--- src/rtl/lane_steer_pkg.sv ---
// Shared types for the card byte-lane steering decoder.
// Assumes two active-low card enables define the access shape.
package lane_steer_pkg;

    // Access shape chosen by the two card enables.
    typedef enum logic [1:0] {
        AM_IDLE     = 2'b00,   // both enables high
        AM_LOW_BYTE = 2'b01,   // enable-1 only: byte on low lane
        AM_HIGH_ODD = 2'b10,   // enable-2 only: odd byte on high lane
        AM_WORD     = 2'b11    // both enables: full word
    } access_mode_t;

endpackage

--- src/rtl/cardbus_mode_decode.sv ---
// Maps the two active-low card enables onto an access shape.
// Purely combinational; assumes enables are already synchronous to clk.
module cardbus_mode_decode
    import lane_steer_pkg::*;
(
    input  logic         en1_n,
    input  logic         en2_n,
    output access_mode_t mode
);

    // Shape selection from the enable pair.
    always_comb begin
        unique case ({en2_n, en1_n})
            2'b11:   mode = AM_IDLE;
            2'b10:   mode = AM_LOW_BYTE;
            2'b01:   mode = AM_HIGH_ODD;
            default: mode = AM_WORD;
        endcase
    end

endmodule

--- src/rtl/segment_strobe_gen.sv ---
// Produces per-segment and attribute chip selects and read/write strobes.
// Assumes segment 2p is the even half and 2p+1 the odd half of pair p,
// and that all inputs come from the registered sample of the host bus.
module segment_strobe_gen
    import lane_steer_pkg::*;
#(
    parameter int PAIRS  = 4,
    parameter int PAIR_W = $clog2(PAIRS)
) (
    input  access_mode_t        mode,
    input  logic                attr_space,
    input  logic [PAIR_W-1:0]   pair,
    input  logic                odd_addr,
    input  logic                rd_req,
    input  logic                wr_req,
    input  logic                wr_block,
    output logic [2*PAIRS-1:0]  cs_n,
    output logic [2*PAIRS-1:0]  oe_n,
    output logic [2*PAIRS-1:0]  we_n,
    output logic                a_cs_n,
    output logic                a_oe_n,
    output logic                a_we_n
);

    logic even_hit;
    logic odd_hit;
    logic attr_hit;

    // Which half of the addressed pair this shape touches.
    always_comb begin
        even_hit = (mode == AM_WORD) || (mode == AM_LOW_BYTE && !odd_addr);
        odd_hit  = (mode == AM_WORD) || (mode == AM_HIGH_ODD) ||
                   (mode == AM_LOW_BYTE && odd_addr);
        attr_hit = attr_space && even_hit;
    end

    // One pair of segments per generate step.
    for (genvar p = 0; p < PAIRS; p++) begin : g_pair
        logic pair_on;
        assign pair_on = !attr_space && (pair == PAIR_W'(p));

        assign cs_n[2*p]   = !(pair_on && even_hit);
        assign cs_n[2*p+1] = !(pair_on && odd_hit);
        assign oe_n[2*p]   = cs_n[2*p]   || !rd_req;
        assign oe_n[2*p+1] = cs_n[2*p+1] || !rd_req;
        assign we_n[2*p]   = cs_n[2*p]   || !wr_req || wr_block;
        assign we_n[2*p+1] = cs_n[2*p+1] || !wr_req || wr_block;
    end

    // Attribute memory strobes: even bytes only.
    always_comb begin
        a_cs_n = !attr_hit;
        a_oe_n = !attr_hit || !rd_req;
        a_we_n = !attr_hit || !wr_req || wr_block;
    end

endmodule

--- src/rtl/read_lane_mux.sv ---
// Steers segment or attribute bytes onto the two host lanes and
// raises a drive enable per lane. Undriven or invalid lanes carry FILL.
// Assumes segment read data is flattened, segment i at bits i*LANE_W.
module read_lane_mux
    import lane_steer_pkg::*;
#(
    parameter int               PAIRS  = 4,
    parameter int               LANE_W = 8,
    parameter logic [LANE_W-1:0] FILL  = 8'hEE,
    parameter int               PAIR_W = $clog2(PAIRS)
) (
    input  access_mode_t               mode,
    input  logic                       attr_space,
    input  logic [PAIR_W-1:0]          pair,
    input  logic                       odd_addr,
    input  logic                       rd_req,
    input  logic [2*PAIRS*LANE_W-1:0]  seg_rd,
    input  logic [LANE_W-1:0]          attr_rd,
    output logic [2*LANE_W-1:0]        lanes,
    output logic [1:0]                 lane_oe
);

    localparam int SEGS = 2 * PAIRS;

    logic [LANE_W-1:0] seg_byte [SEGS];

    // Unflatten the segment read bus.
    for (genvar s = 0; s < SEGS; s++) begin : g_unpack
        assign seg_byte[s] = seg_rd[s*LANE_W +: LANE_W];
    end

    // Lane selection per access shape and space.
    always_comb begin
        lanes   = {FILL, FILL};
        lane_oe = 2'b00;
        if (rd_req) begin
            if (attr_space) begin
                if (mode == AM_WORD) begin
                    lane_oe[0]          = 1'b1;
                    lanes[LANE_W-1:0]   = attr_rd;
                end else if (mode == AM_LOW_BYTE) begin
                    lane_oe[0]          = 1'b1;
                    lanes[LANE_W-1:0]   = odd_addr ? FILL : attr_rd;
                end
            end else begin
                unique case (mode)
                    AM_LOW_BYTE: begin
                        lane_oe[0]        = 1'b1;
                        lanes[LANE_W-1:0] = seg_byte[{pair, odd_addr}];
                    end
                    AM_HIGH_ODD: begin
                        lane_oe[1]               = 1'b1;
                        lanes[2*LANE_W-1:LANE_W] = seg_byte[{pair, 1'b1}];
                    end
                    AM_WORD: begin
                        lane_oe                  = 2'b11;
                        lanes[LANE_W-1:0]        = seg_byte[{pair, 1'b0}];
                        lanes[2*LANE_W-1:LANE_W] = seg_byte[{pair, 1'b1}];
                    end
                    default: ;
                endcase
            end
        end
    end

endmodule

--- src/rtl/card_lane_steer.sv ---
// Top of the card byte-lane steering decoder. Samples the host bus on
// each rising edge, then decodes selects, strobes and lane steering from
// that sample. Assumes a synchronous host bus and synchronous active-low reset.
module card_lane_steer
    import lane_steer_pkg::*;
#(
    parameter int                PAIRS  = 4,
    parameter int                LANE_W = 8,
    parameter logic [LANE_W-1:0] FILL   = 8'hEE,
    parameter int                PAIR_W = $clog2(PAIRS)
) (
    input  logic                        clk,
    input  logic                        rst_n,
    input  logic                        card_en1_n,
    input  logic                        card_en2_n,
    input  logic                        space_sel_n,
    input  logic                        rd_en_n,
    input  logic                        wr_en_n,
    input  logic                        byte_sel,
    input  logic [PAIR_W-1:0]           pair_sel,
    input  logic                        protect_sw,
    input  logic [2*LANE_W-1:0]         host_wdata,
    output logic [2*LANE_W-1:0]         host_rdata,
    output logic [1:0]                  host_lane_oe,
    output logic [2*PAIRS-1:0]          seg_cs_n,
    output logic [2*PAIRS-1:0]          seg_oe_n,
    output logic [2*PAIRS-1:0]          seg_we_n,
    output logic [LANE_W-1:0]           seg_wdata_even,
    output logic [LANE_W-1:0]           seg_wdata_odd,
    input  logic [2*PAIRS*LANE_W-1:0]   seg_rdata,
    output logic                        attr_cs_n,
    output logic                        attr_oe_n,
    output logic                        attr_we_n,
    output logic [LANE_W-1:0]           attr_wdata,
    input  logic [LANE_W-1:0]           attr_rdata,
    output logic                        protect_status
);

    access_mode_t        mode_d;
    access_mode_t        mode_q;
    logic                attr_q;
    logic [PAIR_W-1:0]   pair_q;
    logic                odd_q;
    logic                rd_q;
    logic                wr_q;
    logic                wp_q;
    logic [LANE_W-1:0]   wd_even_q;
    logic [LANE_W-1:0]   wd_odd_q;

    cardbus_mode_decode u_mode (
        .en1_n (card_en1_n),
        .en2_n (card_en2_n),
        .mode  (mode_d)
    );

    // Sample the host bus once per cycle; reset parks it in standby.
    always_ff @(posedge clk) begin
        if (!rst_n) begin
            mode_q    <= AM_IDLE;
            attr_q    <= 1'b0;
            pair_q    <= '0;
            odd_q     <= 1'b0;
            rd_q      <= 1'b0;
            wr_q      <= 1'b0;
            wp_q      <= 1'b0;
            wd_even_q <= '0;
            wd_odd_q  <= '0;
        end else begin
            mode_q    <= mode_d;
            attr_q    <= !space_sel_n;
            pair_q    <= pair_sel;
            odd_q     <= byte_sel;
            rd_q      <= !rd_en_n;
            wr_q      <= !wr_en_n;
            wp_q      <= protect_sw;
            wd_even_q <= host_wdata[LANE_W-1:0];
            wd_odd_q  <= (mode_d == AM_LOW_BYTE) ? host_wdata[LANE_W-1:0]
                                                 : host_wdata[2*LANE_W-1:LANE_W];
        end
    end

    segment_strobe_gen #(
        .PAIRS  (PAIRS),
        .PAIR_W (PAIR_W)
    ) u_strobe (
        .mode       (mode_q),
        .attr_space (attr_q),
        .pair       (pair_q),
        .odd_addr   (odd_q),
        .rd_req     (rd_q),
        .wr_req     (wr_q),
        .wr_block   (wp_q),
        .cs_n       (seg_cs_n),
        .oe_n       (seg_oe_n),
        .we_n       (seg_we_n),
        .a_cs_n     (attr_cs_n),
        .a_oe_n     (attr_oe_n),
        .a_we_n     (attr_we_n)
    );

    read_lane_mux #(
        .PAIRS  (PAIRS),
        .LANE_W (LANE_W),
        .FILL   (FILL),
        .PAIR_W (PAIR_W)
    ) u_mux (
        .mode       (mode_q),
        .attr_space (attr_q),
        .pair       (pair_q),
        .odd_addr   (odd_q),
        .rd_req     (rd_q),
        .seg_rd     (seg_rdata),
        .attr_rd    (attr_rdata),
        .lanes      (host_rdata),
        .lane_oe    (host_lane_oe)
    );

    // Write data and protect status straight from the sample.
    always_comb begin
        seg_wdata_even = wd_even_q;
        seg_wdata_odd  = wd_odd_q;
        attr_wdata     = wd_even_q;
        protect_status = wp_q;
    end

    // standby input leaves every select off and every lane undriven.
    a_r1_idle_quiet: assert property (@(posedge clk) disable iff (!rst_n)
        ($past(rst_n) && $past(card_en1_n && card_en2_n))
        |-> (&seg_cs_n && attr_cs_n && host_lane_oe == 2'b00));

    // byte access selects one segment, word access two.
    a_r5_byte_one_seg: assert property (@(posedge clk) disable iff (!rst_n)
        ($past(rst_n) && $past(space_sel_n && (card_en1_n != card_en2_n)))
        |-> ($countones(~seg_cs_n) == 1));
    a_r5_word_two_seg: assert property (@(posedge clk) disable iff (!rst_n)
        ($past(rst_n) && $past(space_sel_n && !card_en1_n && !card_en2_n))
        |-> ($countones(~seg_cs_n) == 2));

    // read enable high keeps both lanes undriven.
    a_r6_no_read_no_drive: assert property (@(posedge clk) disable iff (!rst_n)
        ($past(rst_n) && $past(rd_en_n)) |-> (host_lane_oe == 2'b00));

    // attribute space never selects a segment nor the high lane.
    a_r7_attr_no_segment: assert property (@(posedge clk) disable iff (!rst_n)
        ($past(rst_n) && $past(!space_sel_n)) |-> (&seg_cs_n && !host_lane_oe[1]));

    // protect switch blocks every write strobe.
    a_r10_protect_blocks: assert property (@(posedge clk) disable iff (!rst_n)
        ($past(rst_n) && $past(protect_sw))
        |-> (&seg_we_n && attr_we_n && protect_status));

    // an undriven lane shows the fill pattern.
    a_r12_fill_low: assert property (@(posedge clk) disable iff (!rst_n)
        !host_lane_oe[0] |-> (host_rdata[LANE_W-1:0] == FILL));

endmodule

--- config.mk ---
export PLATFORM = sky130hd
export DESIGN_NAME = card_lane_steer
export DESIGN_NICKNAME = d
export VERILOG_FILES = /design/src/rtl/lane_steer_pkg.sv /design/src/rtl/cardbus_mode_decode.sv /design/src/rtl/segment_strobe_gen.sv /design/src/rtl/read_lane_mux.sv /design/src/rtl/card_lane_steer.sv
export SDC_FILE = /design/constraint.sdc
export NUM_CORES = 1
export LEC_CHECK = 0
export BUFFER_PORTS_ARGS = -buffer_cell sky130_fd_sc_hd__buf_4
export CAP_MARGIN = 20
export CELL_PAD_IN_SITES_DETAIL_PLACEMENT = 1
export CELL_PAD_IN_SITES_GLOBAL_PLACEMENT = 1
export CORE_MARGIN = 5
export CORE_UTILIZATION = 26
export CTS_CLUSTER_SIZE = 25
export DETAILED_ROUTE_END_ITERATION = 10
export PLACE_DENSITY_LB_ADDON = 0.1
export SKIP_CTS_REPAIR_TIMING = 1
export SLEW_MARGIN = 20
export SYNTH_ARGS = -nofsm -noshare
export SYNTH_HDL_FRONTEND = slang
export SYNTH_SLANG_ARGS = --single-unit
--- constraint.sdc ---
create_clock -name clk -period 1.9 [get_ports clk]
set_input_delay 0.095 -clock clk [delete_from_list [all_inputs] [get_ports clk]]
set_output_delay 0.095 -clock clk [all_outputs]
set_load 0.02 [all_outputs]
==> metrics.md, run 1 <==
| Metric | Value |
|---|---|
| Dpl cells | ~460 |
| Num rows | 31 |
| N_diodes | 0 |
| Biggest area consumer among synthesized cells | dfxtp_1 |
| Syn Area/Cell | 9.60 µm² |
| Routed Antenna Nets | 0 |
| Sink Count | 25 |
| Sequential-to-total area share from yosys stat | 25.3% |
| Grt peak-use layer | met2 |
| Non-Filler Instances | 479 |
| Power share of the clock group | a little over a fifth |
| DRC viols | 0 |
| Dpl hpwl | 6690 µm |
| Peak supply drop | roughly 0.5 mV |
| Max Cap Viol | 0 |
| Max clock buf depth | 2 |
| GR Layer Usage met3 | 5.24% |
| Detailed Routing Iterations Pass 1 | 4 |
| Chip Height | 97.2 µm |
| First-pass GRT wire length | 12500 µm |
| Hold slack | 36.3 ps |
| Die area | 0.00945 mm² |
| Pint | 1050 µW |
| Synth area leaders | dfxtp_1 (25%), mux4_2 (10%), mux4_1 (9.3%), mux2i_1 (8.6%), nor2b_1 (6.6%) |
| Post-DR vias/cell | between 4 and 5 |
| Die width | 97.2 µm |
| Met2 global-route usage | 27.9% |
| CTS buffer count | 3 |
| Critical path depth | 6 |
| Min cycle time layout | ~1900 ps |
| Initial Util | 27.0% |
| I/O pin count | approximately 170 |
| Startpoint Class | flop |
| CP Buf/Inv Count | 2 |
| Synth Warn # | 0 |
| Final RePlAce weighted congestion | about 0.83 |
| Actual slew at the worst max-slew pin | slightly below 600 ps |
| Setup TNS | 0 ps |
| Unrepaired setup endpoints after global routing | true |
| GR Util All Layers | 16.1% |
| Vias in the first global route | 2335 |
| # port buffers | 168 |
| Initial antenna violation count | 0 |
| Syn-to-layout area delta | 77.3% |
| Total vias in the final route | 2228 |
| Iteration-0 DRC Markers | 67 |
| H-tree depth | 1 |
| Slew Viols, Final | 0 |
| Slew headroom | 60.2% |
| Layout cells sized above 1 | roughly 60% |
| Combinational Power Share | 39.5% |
| Post-Synthesis Net Count | 305 |
| Status | completed |
| Core region area | around 0.0073 mm² |
| Reg clk slew, reported paths | 90 ps |
| Final WL | a little over 8000 µm |
| Sw Share | approximately 29% |
| Path category of the worst min-delay check | input port to flop |
| Slowest stage cell, crit path | mux4_2 |
| Period Utilization, post-route | 98.3% |
| Global route overflow | 0 |
| Post-synth top area share | between 20% and 30% |
| Cell Chain, Critical Path | buf_12 > mux4_2 > mux2i_1 > o21a_1 > nor2_1 > buf_4 |
| CTS tree | done |
| Hold path depth | 2 |
| Crit path DAT | 1770 ps |
| Post-synthesis cell area | roughly 0.0020 mm² |
| Critical path peak fanout | 5 |
| Largest net degree at the start of global routing | 26 |
| CTS Root Cell | clkbuf_8 |
| Distinct cell type count after synthesis | 34 |
| Max incr delay on CP | ~500 ps |
| M1 GR Usage | about 20% |
| LEAKAGE | 0.00156 µW |
| Worst Setup End Kind | output pin |
| Gate Count Post-Synth | 206 |
| Fillers | 877 |
| NetSw | 427 µW |
| # nets final | 480 |
| P per Cell Area | 420 mW/mm² |
| WS Path Type | flop to output pin |
| Post-synthesis register bit count | 25 |
| Final core utilization | 47.8% |
| DR WL/cell | 17.0 µm |
| Final hold violations | 0 |
| CP top delay family | multiplexers |
| Reg power frac | between 30% and 40% |
| Max frequency | about 540 MHz |
| CP required | 1800 ps |
| Final setup fails | 0 |
## Yosys cell counts, drive strengths merged
cell type and count:
dfxtp 25, buf 23, nor2b 21, mux2i 17, mux4 16, nand3 16, nand2 15, and2 12
a21oi 11, nor2 7, or2 6, inv 5, o22ai 5, nor3b 4, clkbuf 3, nand2b 3
nand3b 3, nand4 3, a2bb2oi 2, mux2 2, a2111oi 1, a211oi 1, a22o 1, nor3 1
o21a 1, o41a 1, or3 1
## logic make-up after synthesis
| logic type | share of synthesized area (%) |
|---|---|
| and+or+nand+nor | 25.7 |
| buffers and inverters | 11.9 |
| DFF | 25.3 |
| AOI/OAI and AO/OA | 7.78 |
| muxes | 29.3 |
## sequential cells by signal (all words and copies together), names as in the netlist
signal	flops
attr_wdata	8
seg_wdata_odd	8
mode_q	2
pair_q	2
attr_q	1
odd_q	1
protect_status	1
rd_q	1
wr_q	1
## power groups by stage
| stage | Clock (µW) | Combinational, µW | Sequential, µW |
|---|---|---|---|
| after floorplan | 0 | 265 | 607 |
| after global placement | 0 | 541 | 587 |
| after detailed placement | 0 | 548 | 588 |
| after CTS | 334 | 550 | 576 |
| after global routing | 351 | 629 | 581 |
| final | 314 | 582 | 576 |
## per-layer routing
layer  wire length, µm  part of all wire, %  up-vias
met3               755                  9.3        2
met4                27                 0.33        0
li1                  -                    -     1074
met5                 0                    0        -
met1              3330                   41     1054
met2              4020                   49       98
## area by class of cell
class / count / area, µm² / area share (%)
clock buffer: 3 / 41.3 / 1.18
clock inverter: 1 / 7.51 / 0.214
timing repair buffer: 196 / 1550 / 44.2
tap: 99 / 124 / 3.53
multi-input combinational: 150 / 1250 / 35.7
inverter: 5 / 18.8 / 0.536
sequential: 25 / 512 / 14.6
## cells in the final DEF, fill, tap and decap left out, drive strengths merged, types with 5 or more instances in the layout
master / count
dfxtp: 25
dlygate4sd3: 5
nand3: 16
nand2: 15
buf: 190
mux4: 16
and2: 12
nor2b: 21
mux2i: 17
inv: 5
or2: 6
o22ai: 5
a21oi: 11
nor2: 7
## metrics by stage
step | cell area, µm² | setup WS [ps] | power, µW
finish | 3500 | 31.6 | 1470
global placement | 3270 | 212 | 1130
CTS | 3320 | -112 | 1460
global route | 3500 | -39.3 | 1560
detailed placement | 3270 | 199 | 1140
floorplan | 1980 | 371 | 872
## worst paths after layout
| check | start | to |
|---|---|---|
| worst max-delay path | pair_q[0] | host_rdata[4] |
| worst min-delay path | protect_sw | protect_status |
No activity file was read; power rests on OpenSTA's default activity.
==> inputs of run 2 (changes only) <==
- CORE_MARGIN: 5 -> 2
==> metrics.md, run 2 (synthesis results as in run 1) <==
| Metric | Value |
|---|---|
| Slowest stage cell, crit path | mux4_2 |
| First-pass GRT wire length | 12000 µm (-3.9%) |
| Commonest cells after routing, fill and taps aside | buf_4 (175), nor2b_1 (21), dfxtp_1 (21), mux2i_1 (17), nand3_1 (16) |
| Die area | 0.00832 mm² (-12%) |
| Initial antenna violation count | 0 (unchanged) |
| Actual slew at the worst max-slew pin | 452 ps (-144 ps) |
| Initial Util | 27.1% (+0.14 points) |
| Status | finished with violations |
| Syn-to-layout area delta | 78.7% |
| Min cycle time layout | 1930 ps (+58.7 ps) |
| Post-route worst setup slack | -27.1 ps (-58.7 ps) |
| Routed Antenna Nets | 0 (unchanged) |
| Sink Count | 25 (unchanged) |
| Unrepaired setup endpoints after global routing | true |
| Startpoint Class | flop |
| CP Launch Point | pair_q[0] |
| Detailed Routing Iterations Pass 1 | 4 (unchanged) |
| Most common cell after layout, fill and taps aside | buf_4 |
| LEAKAGE | 0.00157 µW (+0.82%) |
| Critical path peak fanout | 6 (+1) |
| Path category of the worst min-delay check | input port to flop |
| CP endpoint | host_rdata[2] |
| Vias in the first global route | 2269 (-2.8%) |
| GR Util All Layers | 17.7% (+1.7 points) |
| Max incr delay on CP | 510 ps (about the same) |
| Final setup fails | 3 (+3) |
| N_diodes | 0 (unchanged) |
| Total vias in the final route | 2197 (-1.4%) |
| DRC viols | 0 (unchanged) |
| Max frequency | 519 MHz (-3.0%) |
| H-tree depth | 1 (unchanged) |
| Violated checks | negative setup slack |
| Final hold violations | 0 (unchanged) |
| Max clock buf depth | 2 (unchanged) |
| Num rows | 31 (unchanged) |
| Dpl hpwl | 6250 µm (-6.6%) |
| Global route overflow | 0 (unchanged) |
| CTS Root Cell | clkbuf_8 |
| Core region area | 0.00729 mm² (-0.53%) |
| WS Path Type | flop to output pin |
| Fillers | 865 (-1.4%) |
| Slew Viols, Final | 0 (unchanged) |
| Final core utilization | 48.5% (+0.65 points) |
| CTS buffer count | 3 (unchanged) |
| P per Cell Area | 418 mW/mm² (-0.57%) |
| DR WL/cell | 16.6 µm (-2.1%) |
| Die width | 91.2 µm (-6.2%) |
| Crit path DAT | 1830 ps (+60 ps) |
| Slew headroom | 69.1% (+8.9 points) |
| Max Cap Viol | 0 (unchanged) |
| CTS tree | done |
| Final WL | 7920 µm (-2.7%) |
| Hold slack | 34.9 ps (-1.50 ps) |
| Layout cells sized above 1 | 57.8% (-0.60 points) |
| # port buffers | 168 (unchanged) |
| I/O pin count | 169 (unchanged) |
| Worst Setup End Kind | output pin |
| Peak supply drop | 0.378 mV (-26%) |
| Largest net degree at the start of global routing | 26 (unchanged) |
| Iteration-0 DRC Markers | 26 (-61%) |
| Chip Height | 91.2 µm (-6.2%) |
| Cell Chain, Critical Path | buf_12 > buf_6 > mux4_2 > o22ai_1 > a21oi_1 > buf_4 |
| Final RePlAce weighted congestion | 0.725 (-13%) |
| # nets final | 477 (-0.63%) |
| CP required | 1800 ps (about the same) |
| Period Utilization, post-route | 101% (+3.1 points) |
| Post-DR vias/cell | 4.62 (-0.77%) |
| Reg clk slew, reported paths | 80 ps (about the same) |
[run 2: cell types whose count changed in the layout (fill, tap and decap cells not counted), sizes merged]
| cell | delta |
|---|---|
| clkbuf | +2 |
| clkinvlp | -1 |
| buf | -4 |
[run 2: metrics by stage]
step / setup TNS, ps / total power, µW / cells / worst slack [ps] / area (µm²)
floorplan: 0 / 872 / 206 / 371 / 1980
global placement: 0 / 1130 / 460 / 221 / 3270
detailed placement: 0 / 1140 / 460 / 132 / 3270
CTS: -1840 / 1450 / 464 / -162 / 3310
global route: -613 / 1570 / 476 / -81.6 / 3530
finish: -32.0 / 1480 / 476 / -27.1 / 3530
[run 2: layout make-up]
class | instances | area [µm²] | area share [%]
Timing Repair Buffer | 193 | 1560 | 44.3
Multi-Input combinational cell | 150 | 1270 | 36.0
Clock buffer | 4 | 45.0 | 1.27
Inverter | 5 | 18.8 | 0.531
Tap cell | 99 | 124 | 3.51
Sequential cell | 25 | 508 | 14.4
[run 2: how the worst min path moves through the flow]
stage           startpoint        end  slack [ps]  depth (start not counted)
6_report       pair_sel[1]  pair_q[1]          30                          2
5_1_grt        pair_sel[1]  pair_q[1]          30                          2
4_1_cts        space_sel_n     attr_q         -40                          2
3_5_place_dp   space_sel_n     attr_q         250                          2
3_3_place_gp       wr_en_n       wr_q         250                          2
2_1_floorplan  space_sel_n     attr_q         170                          1
[run 2: report_power, final]
part	total, µW	internal, µW	switching, µW	leakage, µW
registers	577	555	22.3	0.000210
clock network	311	150	161	0.0000228
logic	588	347	241	0.00134
[run 2: routing by layer]
metal | vias to the layer above | share of wire (%) | global-route usage, %
met1 | 1028 | 38 | 20.0
met2 | 98 | 53 | 33.3
met5 | - | 0 | 0
li1 | 1069 | - | -
met4 | 0 | 0.39 | 2.02
met3 | 2 | 8.4 | 5.81
[run 2: critical path: cells and delay by family (launching register included)]
kind / cells / cell delay [ps]
buf+inv: 3 / 410
compound gates: 2 / 250
flops: 1 / 400
mux: 1 / 510
